===== src/rtl/gpio_irq_detect.sv =====
module gpio_irq_detect #(
  parameter int NPIN = 8,
  parameter int AW = 12,
  parameter logic [AW-1:0] A_SENSE = 12'h404,
  parameter logic [AW-1:0] A_BOTH  = 12'h408,
  parameter logic [AW-1:0] A_POL   = 12'h40C,
  parameter logic [AW-1:0] A_EN    = 12'h410,
  parameter logic [AW-1:0] A_RAW   = 12'h414,
  parameter logic [AW-1:0] A_MASK  = 12'h418,
  parameter logic [AW-1:0] A_CLR   = 12'h41C
) (
  input  logic            clk,
  input  logic            rst_n,
  input  logic [AW-1:0]   bus_addr,
  input  logic            bus_wr,
  input  logic [NPIN-1:0] bus_wdata,
  output logic [NPIN-1:0] bus_rdata,
  input  logic [NPIN-1:0] pin_in,
  output logic            irq
);
  logic [NPIN-1:0] sense_q, both_q, pol_q, ie_q, prev_q, edge_q;
  logic            armed_q;
  logic [NPIN-1:0] clr_v, rise, fall, hit, edge_d, raw, masked;

  assign clr_v  = (bus_wr && bus_addr == A_CLR) ? bus_wdata : '0;
  assign rise   = pin_in & ~prev_q & {NPIN{armed_q}};
  assign fall   = ~pin_in & prev_q & {NPIN{armed_q}};
  assign hit    = (both_q & (rise | fall)) | (~both_q & pol_q & rise) | (~both_q & ~pol_q & fall);
  assign edge_d = ~sense_q & (hit | (edge_q & ~clr_v));
  assign raw    = (sense_q & ~(pin_in ^ pol_q)) | (~sense_q & edge_q);
  assign masked = raw & ie_q;
  assign irq    = |masked;

  always_ff @(posedge clk or negedge rst_n) begin
    if (!rst_n) begin
      sense_q <= '0;
      both_q  <= '0;
      pol_q   <= '0;
      ie_q    <= '0;
      prev_q  <= '0;
      edge_q  <= '0;
      armed_q <= 1'b0;
    end else begin
      prev_q  <= pin_in;
      armed_q <= 1'b1;
      edge_q  <= edge_d;
      if (bus_wr && bus_addr == A_SENSE) sense_q <= bus_wdata;
      if (bus_wr && bus_addr == A_BOTH)  both_q  <= bus_wdata;
      if (bus_wr && bus_addr == A_POL)   pol_q   <= bus_wdata;
      if (bus_wr && bus_addr == A_EN)    ie_q    <= bus_wdata;
    end
  end

  always_comb begin
    case (bus_addr)
      A_SENSE: bus_rdata = sense_q;
      A_BOTH:  bus_rdata = both_q;
      A_POL:   bus_rdata = pol_q;
      A_EN:    bus_rdata = ie_q;
      A_RAW:   bus_rdata = raw;
      A_MASK:  bus_rdata = masked;
      default: bus_rdata = '0;
    endcase
  end
endmodule


===== config.mk =====
export PLATFORM = sky130hd
export DESIGN_NAME = gpio_irq_detect
export DESIGN_NICKNAME = d
export VERILOG_FILES = /design/src/rtl/gpio_irq_detect.sv
export SDC_FILE = /design/constraint.sdc
export NUM_CORES = 1
export LEC_CHECK = 0
export ABC_AREA = 0
export CORE_ASPECT_RATIO = 1.5
export CORE_MARGIN = 5
export CORE_UTILIZATION = 40
export DETAILED_ROUTE_END_ITERATION = 10
export DONT_BUFFER_PORTS = 1
export SYNTH_ARGS = -nofsm -noshare
export SYNTH_HDL_FRONTEND = slang
export SYNTH_SLANG_ARGS = --single-unit

===== constraint.sdc =====
create_clock -name clk -period 1.8 [get_ports clk]
set_clock_uncertainty 0.1 [all_clocks]
set_input_delay 0.36 -clock clk [delete_from_list [all_inputs] [get_ports clk]]
set_output_delay 0.36 -clock clk [all_outputs]
set_load 0.02 [all_outputs]

**After elaboration in Yosys (flattened, before gate mapping)**

Cells that the tools add are included.

- Register bits: 49
- Bits in latches: 0
- RAM bits: 0
- ROM bits: 0
- Bits of input ports: 31
- Output and inout port bits: 9
- Logic and storage cells: 49
- Memories kept: 0

- Add/sub/neg operators: 0
- $mul: 0
- Divide/modulo/power cells: 0
- $lt $le $gt $ge: 0
- Equality and inequality tests: 7
- Shifts and indexed selects: 0
- Muxes and demuxes: 2
- Bitwise gates (word level): 27
- Reductions and logical operators: 6

Operators with widths:

| cell | count |
|---|---|
| 8-bit AND | 14 |
| 12-bit by 11-bit == test with 1-bit output (second input constant) | 7 |
| 8-bit NOT | 7 |
| 8-bit one-hot mux with 6 select lines | 1 |
| 8-bit bitwise OR | 5 |
| 8-bit two-way mux | 1 |
| 8-bit OR reduction | 1 |
| 8-bit XOR | 1 |
| 1-bit logical AND | 5 |

**Logic depth before layout (Yosys ltp)**

Gate-level depths: netlist of the first run.

- Depth after elaboration: 9
- Depth in mapped cells: 6
- Mapped depth without buffers: 4

**Worst setup path after synthesis of the first run**

No wires, ideal clock.

- Path kind: input -> output
- From: input bus_addr[9]
- To: output bus_rdata[0]
- Arrival: 2.126 ns
- Data required time: 1.340 ns
- Slack: -0.786 ns
- Stages: 2
- Path buffers: 0
- Cell sequence: or4b_2 -> a2111oi_0

- Word-level cells in the longest chain between the ends: 2
- Elaborated cells between the ends (all ways): 7
- Classes of those cells: eq/ne (6); mux (1)

Ends and longest elaborated chain:

| what | RTL line | RTL |
|---|---|---|
| from (decl) | 14 | `input logic [AW-1:0] bus_addr,` |
| 12-bit by 11-bit == test with 1-bit output | 55 | `case (bus_addr)` |
| 8-bit one-hot mux with 6 select lines * | 55 |  |
| to (decl) | 17 | `output logic [NPIN-1:0] bus_rdata,` |

Every way passes the cells marked *; elsewhere a longest branch is shown, timed or not.

**Worst setup path in the final report of the first run**

- From: register sense_q[0]
- To: output irq

- Word-level cells in the longest chain between the ends: 5
- Elaborated cells between the ends (all ways): 6
- Classes of those cells: bitwise (5); reduce/logical (1)

Ends and longest elaborated chain:

| what | RTL line | RTL |
|---|---|---|
| from (decl) | 21 | `logic [NPIN-1:0] sense_q, both_q, pol_q, ie_q, prev_q, edge_q;` |
| from (signal assigned) | 47 | `if (bus_wr && bus_addr == A_SENSE) sense_q <= bus_wdata;` |
| 8-bit NOT | 30 | `assign raw = (sense_q & ~(pin_in ^ pol_q)) \| (~sense_q & edge_q);` |
| 8-bit AND | 30 |  |
| 8-bit bitwise OR * | 30 |  |
| 8-bit AND * | 31 | `assign masked = raw & ie_q;` |
| 8-bit OR reduction * | 32 | `assign irq = \|masked;` |
| to (decl) | 19 | `output logic irq` |

Marked as above.

==> results of run 1 <==
[stage by stage]
stage / setup TNS, ps / std cells
2_1_floorplan: -3890 / 276
3_3_place_gp: -4830 / 397
5_1_grt: -3400 / 415
4_1_cts: -3030 / 414
6_report: -2890 / 415
3_5_place_dp: -5950 / 397
[registers in the layout, indices dropped and copies added (netlist names)]
register and flops:
both_q 8, edge_q 8, sense_q 8, ie_q 8
prev_q 8, pol_q 8, armed_q 1
[worst paths after layout]
kind,start,depth (start not counted),to,slack [ps]
min in group asynchronous,rst_n,2,both_q[0],480
max in group asynchronous,rst_n,2,sense_q[7],890
worst max register to register,pol_q[7],5,edge_q[7],460
worst min register to register,sense_q[0],1,edge_q[0],410
worst min-delay path,bus_wdata[2],2,sense_q[2],80
worst max-delay path,sense_q[0],5,irq,-410
[layout make-up]
cell class              count  area [µm²]  area share, %
multi-input cells         198        1790           46.9
flip-flops and latches     49        1230           32.3
repair buffers             59         493           12.9
well taps                  80         100           2.63
clock buffers               6        82.6           2.17
inverters                  21        78.8           2.07
clock inverters             2        37.5          0.986
[cell usage in the layout (no fill, tap or decap), drive strengths merged, types with 7 or more instances in the layout]
cell type	n
o21ai	20
inv	21
mux2i	13
nor3b	14
dlygate4sd3	9
mux2	28
nand2	7
nor2b	12
nor3	8
buf	50
a21oi	11
nor2	15
dfrtp	49
[worst register-to-register path, cell delays in order, from the launching register on]
cell,delay [ps]
dfrtp_1,420
buf_4,160
nor2b_1,130
nor3b_1,180
o21ai_0,140
a21oi_1,160
[power breakdown]
group | leakage [µW] | internal [µW] | switching (µW)
sequential | 0.000600 | 1120 | 13.7
combinational | 0.00104 | 99.2 | 89.4
clock | 0.0000574 | 452 | 397
total | 0.00170 | 1670 | 500
[layer usage]
layer  share of wire [%]  vias up
met5                   0        -
met4                 3.7        0
met3                 4.8       23
met2                  53       58
met1                  38     1182
li1                    -     1117
[cell families (layout without fill, tap and decap cells)]
group,after synthesis,after routing,synth area share (%)
flops,49,49,42.6
other cells,1,1,0.130
simple gates,84,84,18.8
mux,41,41,16.5
compound gates,63,63,14.8
xor+xnor,9,9,2.74
buf+inv,29,88,4.39
[timing repair]
item / in CTS / in global routing
buffers inserted: 0 / 1
pin swaps: 14 / 12
resized for setup: 14 / 19
hold endpoints to repair: 57 / 0
hold buffers: 10 / 0
setup endpoints to repair: 9 / 13
==> metrics.txt, run 1 <==
status complete, but fails checks; failing checks setup timing; maximum clock frequency ~0.45 GHz; io pins 40; Primary FF master, synth dfrtp_1; CTS tree yes; VDD IR max about 0.54 mV; GR Util met3 under 10%; H-Tree Depth 2; Placer Congestion between 0.8 and 0.9; largest net degree at the start of global routing 50; final core occ between 50% and 60%; Ys Warns 0; nets@finish roughly 370; Final Instance Area 3810 µm²; DIE HEIGHT 114 µm; Worst path max stage delay between 400 and 500 ps; Remaining DRCs 0; most frequently used cell type in the post-synthesis netlist dfrtp_1; Final Cycle Share 123%; total grt overflow 0; fill cell count approximately 650; P&R area growth vs syn 32.3%; CP arrival 1750 ps; # clock sinks a little under 50; Die W just under 80 µm; Worst Setup End Kind output port; synthesized instance count roughly 280; final hold vios 0; layout cell share with drive strength beyond 1 roughly 38%; most instantiated cells after synthesis 49 x dfrtp_1, 21 x inv_1, 20 x mux2_2, 20 x o21ai_0, 15 x nor2_1; Startpoint Class flip-flop; Starting Density 40.4%; PnR worst setup slack -407 ps; vias around 2,400; GRT Max-Usage Layer met2; Slew Viols, Final 0; clock-pin slew on the worst setup and hold paths 100 ps; post-synth cell types 49; CP Data Required Time 1340 ps; number of global-route vias before repair ~2,600; Syn Area/Cell around 10 µm²; RSZ-0062 raised after global routing yes; Async SR Flop Fraction 100%; Clock Path Buffers 2; max_cap viols 0; final wirelength roughly 8200 µm; minimum hold slack 78.8 ps; CP max stage cell dfrtp_2; Starting DRT DRC Count roughly 120; Syn Std Cell Area around 2900 µm²; Hold Path Class in2reg; initial antenna violation count 0; crit-path max FO 6; power density over the cells ~570 nW/µm²; static leakage between 0.0015 and 0.002 µW; number of synthesized register bits 49; Synth top area share approximately 43%; GRT met2 Usage roughly 34%; post-synthesis sequential area ratio 42.6%; clock latency on the worst-skew pair slightly above 300 ps; CP cell instances and3b_2 > a221o_1 > a211oi_2 > nand3_2 > buf_6; pre-CTS WS -266 ps; met1 Resource Use GR between 20% and 30%; TritonCTS Buffers 5; final setup fails 9; first-pass GRT wire length roughly 13,000 µm; Syn Nets slightly above 300; HPWL Detailed between 6000 and 7000 µm; area leader, netlist dfrtp_1; crit path kind reg2out; Rows 38; GRT Total Usage a little under a fifth; DIE AREA ~9000 µm²; Core ar. a little over 7000 µm²; mean number of vias per cell between 5 and 6; DRT Pass-1 Iters 4; worst path bufs/invs 1; Period minus WS final 2210 ps; Top delay family on crit path compound AO/OA/AOI/OAI gates; # port buffers 0; main area contributors after synthesis dfrtp_1 43%, mux2_2 7.8%, mux2i_1 4.5%; antenna cells 0; Total Power approximately 2200 µW; Avg WL per Cell ~20 µm; DRT antenna net count 0; clk root buf clkbuf_8; placed cell area 3400 µm²; Post-synth EDFFs 0
(Power assumes the default switching activity.)
==> run 2, diff against run 1 <==
--- a/config.mk
+++ b/config.mk
@@ -6,11 +6,13 @@
 export NUM_CORES = 1
 export LEC_CHECK = 0
 export ABC_AREA = 0
+export CAP_MARGIN = 20
 export CORE_ASPECT_RATIO = 1.5
 export CORE_MARGIN = 5
 export CORE_UTILIZATION = 40
 export DETAILED_ROUTE_END_ITERATION = 10
 export DONT_BUFFER_PORTS = 1
+export PLACE_DENSITY = 0.63
 export SYNTH_ARGS = -nofsm -noshare
 export SYNTH_HDL_FRONTEND = slang
 export SYNTH_SLANG_ARGS = --single-unit
==> run 2 against run 1 <==
Against the previous run: routed wire length fell by 6.5%; worst setup slack improved by 45 ps; via count fell by 0.76%; critical endpoint unchanged; the flow still finishes with violations (setup timing); clock power fell by 20%.
==> metrics.txt, run 2 (synthesis gave the netlist of run 1 again) <==
crit path kind reg2out (unchanged); nets@finish 357 (was 365); Startpoint Class flip-flop (unchanged); CP arrival 1700 ps (was 1750 ps); Core ar. 7130 µm² (unchanged); clock latency on the worst-skew pair 310 ps (about the same); VDD IR max 0.373 mV (was 0.541 mV); antenna cells 0 (unchanged); vias 2,362 (was 2,380); mean number of vias per cell 5.82 (was 5.73); dpl cells 386 (was 397); power density over the cells 541 nW/µm² (was 569 nW/µm²); # clock sinks 49 (unchanged); CP Data Required Time 1340 ps (about the same); DRT Pass-1 Iters 4 (unchanged); final wirelength 7700 µm (was 8230 µm); HPWL Detailed 5630 µm (was 6040 µm); Slew Viols, Final 0 (unchanged); Clock Path Buffers 2 (unchanged); clock-pin slew on the worst setup and hold paths 90 ps (was 100 ps); failing checks setup timing (unchanged); first-pass GRT wire length 12,500 µm (was 13,200 µm); clk root buf clkbuf_8 (unchanged); number of global-route vias before repair 2,455 (was 2,571); Die W 79.3 µm (unchanged); P&R area growth vs syn 27.7% (was 32.3%); static leakage 0.00162 µW (was 0.00170 µW); initial antenna violation count 0 (unchanged); commonest non-fill, non-tap cells in the layout 49 x dfrtp_1, 40 x buf_4, 21 x inv_1, 17 x o21ai_0, 17 x mux2_4 (was 47 x dfrtp_1, 47 x buf_4, 21 x inv_1, 17 x o21ai_0, 17 x mux2_4); Starting DRT DRC Count 162 (was 121); Final Cycle Share 120% (was 123%); GRT Total Usage 18.0% (was 19.1%); Register-to-Register Setup Slack 360 ps (was 460 ps); total grt overflow 0 (unchanged); most common cell after layout, fill and taps aside dfrtp_1; CTS tree yes (unchanged); io pins 40 (unchanged); max_cap viols 0 (unchanged); Rows 38 (unchanged); Worst Setup End Kind output port (unchanged); Period minus WS final 2160 ps (was 2210 ps); TritonCTS Buffers 5 (unchanged); maximum clock frequency 0.463 GHz (was 0.453 GHz); final setup fails 9 (unchanged); crit-path max FO 4 (was 6); Remaining DRCs 0 (unchanged); final hold vios 0 (unchanged); final non-filler cell total 406 (was 415); layout cell share with drive strength beyond 1 33.4% (was 37.9%); largest net degree at the start of global routing 50 (unchanged); DIE HEIGHT 114 µm (unchanged); RSZ-0062 raised after global routing yes (unchanged); H-Tree Depth 2 (unchanged); PnR worst setup slack -361 ps (was -407 ps); pre-CTS WS -253 ps (was -266 ps); Placer Congestion 0.839 (was 0.884); Hold Path Class in2reg (unchanged); Starting Density 40.4% (unchanged); DIE AREA 9030 µm² (unchanged); Avg WL per Cell 19.0 µm (was 19.8 µm); DRT antenna net count 0 (unchanged); # port buffers 0 (unchanged); status complete, but fails checks (unchanged)
==> run 2: cell count changes in the layout (fill, tap and decap cells not counted), sizes merged <==
cell      delta
clkbuf       +1
clkinvlp     -1
buf          -8
bufinv       -1
==> run 2: timing repair <==
action / CTS / global route
hold buffers: 10 / 0
endpoints found under the setup margin: 9 / 9
pin swaps: 15 / 7
gates resized for setup: 16 / 7
setup buffers: 3 / 0
endpoints found under the hold margin: 57 / 0
==> run 2: final timing paths <==
path                              startpoint        end  cells past startpoint
worst min-delay path            bus_wdata[3]   pol_q[3]                      1
worst min register to register    sense_q[5]  edge_q[5]                      1
max in group asynchronous              rst_n  edge_q[6]                      2
min in group asynchronous              rst_n   pol_q[1]                      2
worst max-delay path              sense_q[0]        irq                      5
worst max register to register      pol_q[0]  edge_q[0]                      6
==> run 2: per-layer routing <==
metal  global-route usage, %  routed length [µm]  up-vias
met5                       0                   0        -
li1                        -                   -     1118
met1                    22.5                3200     1176
met3                    3.63                 384       12
met4                    7.11                 195        0
met2                    30.1                3910       56
==> run 2: worst max-delay path: stages, from the launching register on <==
cell      delay (ps)
dfrtp_1          390
and3b_2          240
a221o_1          300
a211oi_2         160
nand3_1          130
buf_6            150
==> run 2: stage by stage <==
| stage | hold WS, ps | area [µm²] | total power [µW] | util [%] | TNS [ps] |
|---|---|---|---|---|---|
| finish | 90.3 | 3670 | 1990 | 51.5 | -2730 |
| detailed placement | -34.6 | 3320 | 1270 | 46.6 | -5830 |
| global route | 74.4 | 3670 | 2070 | 51.5 | -3440 |
| global placement | -34.5 | 3320 | 1270 | 46.6 | -5470 |
| floorplan | -35.6 | 3010 | 1260 | - | -3890 |
| CTS | 84.0 | 3630 | 1990 | 50.9 | -2760 |
==> run 2: area by class of cell <==
cell class	instances	area, µm²
fill	643	3460
multi-input combinational	198	1750
inverter	21	78.8
timing repair buffer	51	429
sequential	49	1230
tap	80	100
clock buffer	7	86.3
==> run 2: power by group <==
part           internal, µW  switching [µW]
clock network           306             372
registers              1120            12.6
logic                  94.5            86.7
total                  1520             472
==> run 3, diff against run 2 <==
--- a/config.mk
+++ b/config.mk
@@ -13,6 +13,7 @@
 export DETAILED_ROUTE_END_ITERATION = 10
 export DONT_BUFFER_PORTS = 1
 export PLACE_DENSITY = 0.63
+export REMOVE_ABC_BUFFERS = 1
 export SYNTH_ARGS = -nofsm -noshare
 export SYNTH_HDL_FRONTEND = slang
 export SYNTH_SLANG_ARGS = --single-unit
==> run 3 against run 2 <==
Against the previous run: the run still ends with setup timing left; combinational power fell by 2%; power fell by 1.7%; die area did not move; worst setup slack got worse by 75 ps; cell count rose by 1.5%; worst hold slack got worse by 2.3 ps; critical path depth rose by 2; highest routed layer unchanged.
==> metrics.txt, run 3 (synthesis gave the netlist of run 1 again) <==
commonest non-fill, non-tap cells in the layout 48 x dfrtp_1, 44 x buf_4, 21 x inv_1, 18 x mux2_2, 18 x o21ai_0 (was 49 x dfrtp_1, 40 x buf_4, 21 x inv_1, 17 x o21ai_0, 17 x mux2_4); dpl cells 391 (was 386); crit path kind reg2out (unchanged); DRT antenna net count 0 (unchanged); PnR worst setup slack -437 ps (was -361 ps); io pins 40 (unchanged); Clock Path Buffers 2 (unchanged); DRT Pass-1 Iters 4 (unchanged); CP most frequent cell buf_4; clock-pin slew on the worst setup and hold paths 90 ps (about the same); CP Data Required Time 1340 ps (about the same); sum of negative setup slack -2540 ps (was -2730 ps); most common cell after layout, fill and taps aside dfrtp_1 (unchanged); first-pass GRT wire length 13,100 µm (was 12,500 µm); initial antenna violation count 0 (unchanged); Startpoint Class flip-flop (unchanged); VDD IR max 0.310 mV (was 0.373 mV); Final Cycle Share 124% (was 120%); Reg2Reg Depth 5 (was 6); final wirelength 7990 µm (was 7700 µm); Critical R2R Launch pol_q[2] (was pol_q[0]); P&R area growth vs syn 26.7% (was 27.7%); failing checks setup timing (unchanged); Hold Path Class in2reg (unchanged); status complete, but fails checks (unchanged); Top delay family on crit path buffers and inverters (was compound AO/OA/AOI/OAI gates); maximum clock frequency 0.447 GHz (was 0.463 GHz); total grt overflow 0 (unchanged); layout cell share with drive strength beyond 1 33.7% (was 33.4%); static leakage 0.00162 µW (about the same); CTS tree yes (unchanged); Placer Congestion 0.850 (was 0.839); Slew Viols, Final 0 (unchanged); Worst Setup End Kind output port (unchanged); largest net degree at the start of global routing 50 (unchanged); H-Tree Depth 2 (unchanged); Starting Density 40.4% (unchanged); Avg WL per Cell 19.4 µm (was 19.0 µm); final setup fails 9 (unchanged); HPWL Detailed 5810 µm (was 5630 µm); TritonCTS Buffers 5 (unchanged); DIE AREA 9030 µm² (unchanged); RSZ-0062 raised after global routing yes (unchanged); # clock sinks 49 (unchanged); DIE HEIGHT 114 µm (unchanged); Die W 79.3 µm (unchanged); # port buffers 0 (unchanged); Remaining DRCs 0 (unchanged); Core ar. 7130 µm² (unchanged); Worst path max stage delay 420 ps (was 390 ps); pre-CTS WS -505 ps (was -253 ps); crit-path max FO 4 (unchanged); Period minus WS final 2240 ps (was 2160 ps); fill cell count 666 (was 643); CP cell instances buf_4 > mux2i_1 > nor2_1 > a311oi_1 > a2111oi_2 > buf_4 > buf_6 (was and3b_2 > a221o_1 > a211oi_2 > nand3_1 > buf_6); max_cap viols 0 (unchanged); mean number of vias per cell 5.72 (was 5.82); nets@finish 362 (was 357); final hold vios 0 (unchanged); Rows 38 (unchanged); Starting DRT DRC Count 120 (was 162); Total Power 1950 µW (was 1990 µW); Hold Path End pol_q[7] (was pol_q[3]); Register-to-Register Setup Slack 450 ps (was 360 ps); clock latency on the worst-skew pair 310 ps (about the same); power density over the cells 536 nW/µm² (was 541 nW/µm²); vias 2,355 (was 2,362); GRT Total Usage 19.1% (was 18.0%); CP arrival 1780 ps (was 1700 ps); final non-filler cell total 412 (was 406); number of global-route vias before repair 2,624 (was 2,455); R2R Path End edge_q[2] (was edge_q[0]); worst path bufs/invs 3 (was 1); clk root buf clkbuf_8 (unchanged); Worst Hold Path Cells 1 (unchanged); antenna cells 0 (unchanged); origin of the worst min-delay path bus_wdata[7] (was bus_wdata[3]); CP max stage cell dfrtp_1 (unchanged)
-- run 3: layout make-up --
cell class	instances	area, µm²	area share, %
multi-input cells	198	1690	46.3
inverters	21	78.8	2.16
clock buffers	8	80.1	2.20
flip-flops and latches	49	1230	33.7
repair buffers	56	470	12.9
well taps	80	100	2.75
-- run 3: where the power goes --
group | total (µW) | switching (µW) | internal [µW]
combinational | 177 | 85.0 | 92.0
sequential | 1130 | 14.1 | 1120
clock | 647 | 370 | 277
-- run 3: stage by stage --
step	cell area [µm²]	utilization (%)	hold WS, ps
global route	3640	51.1	76.5
global placement	3250	45.6	-34.4
floorplan	2830	-	-35.6
detailed placement	3250	45.6	-34.5
finish	3640	51.1	88.0
CTS	3590	50.4	80.6
-- run 3: worst max path at each step --
stage           startpoint  cells past startpoint      endpoint  slack (ps)
6_report          pol_q[0]                      7  bus_rdata[0]        -440
3_3_place_gp   bus_addr[9]                      5  bus_rdata[4]        -440
3_5_place_dp   bus_addr[9]                      5  bus_rdata[4]        -500
5_1_grt           pol_q[0]                      6  bus_rdata[0]        -580
2_1_floorplan  bus_addr[9]                      2  bus_rdata[0]        -790
4_1_cts           pol_q[0]                      6  bus_rdata[0]        -500
-- run 3: what timing repair did --
item,4_1_cts,5_1_grt
hold buffers,10,0
pin swaps,16,10
endpoints found under the setup margin,9,17
hold endpoints to repair,57,0
setup buffers,3,0
gates resized for setup,23,11
-- run 3: layer usage --
layer / routed length, µm / part of all wire (%) / GRT usage [%]
met1: 3060 / 38 / 20.8
met2: 4290 / 54 / 34.1
met3: 385 / 4.8 / 4.42
met4: 262 / 3.3 / 9.75
met5: 0 / 0 / 0
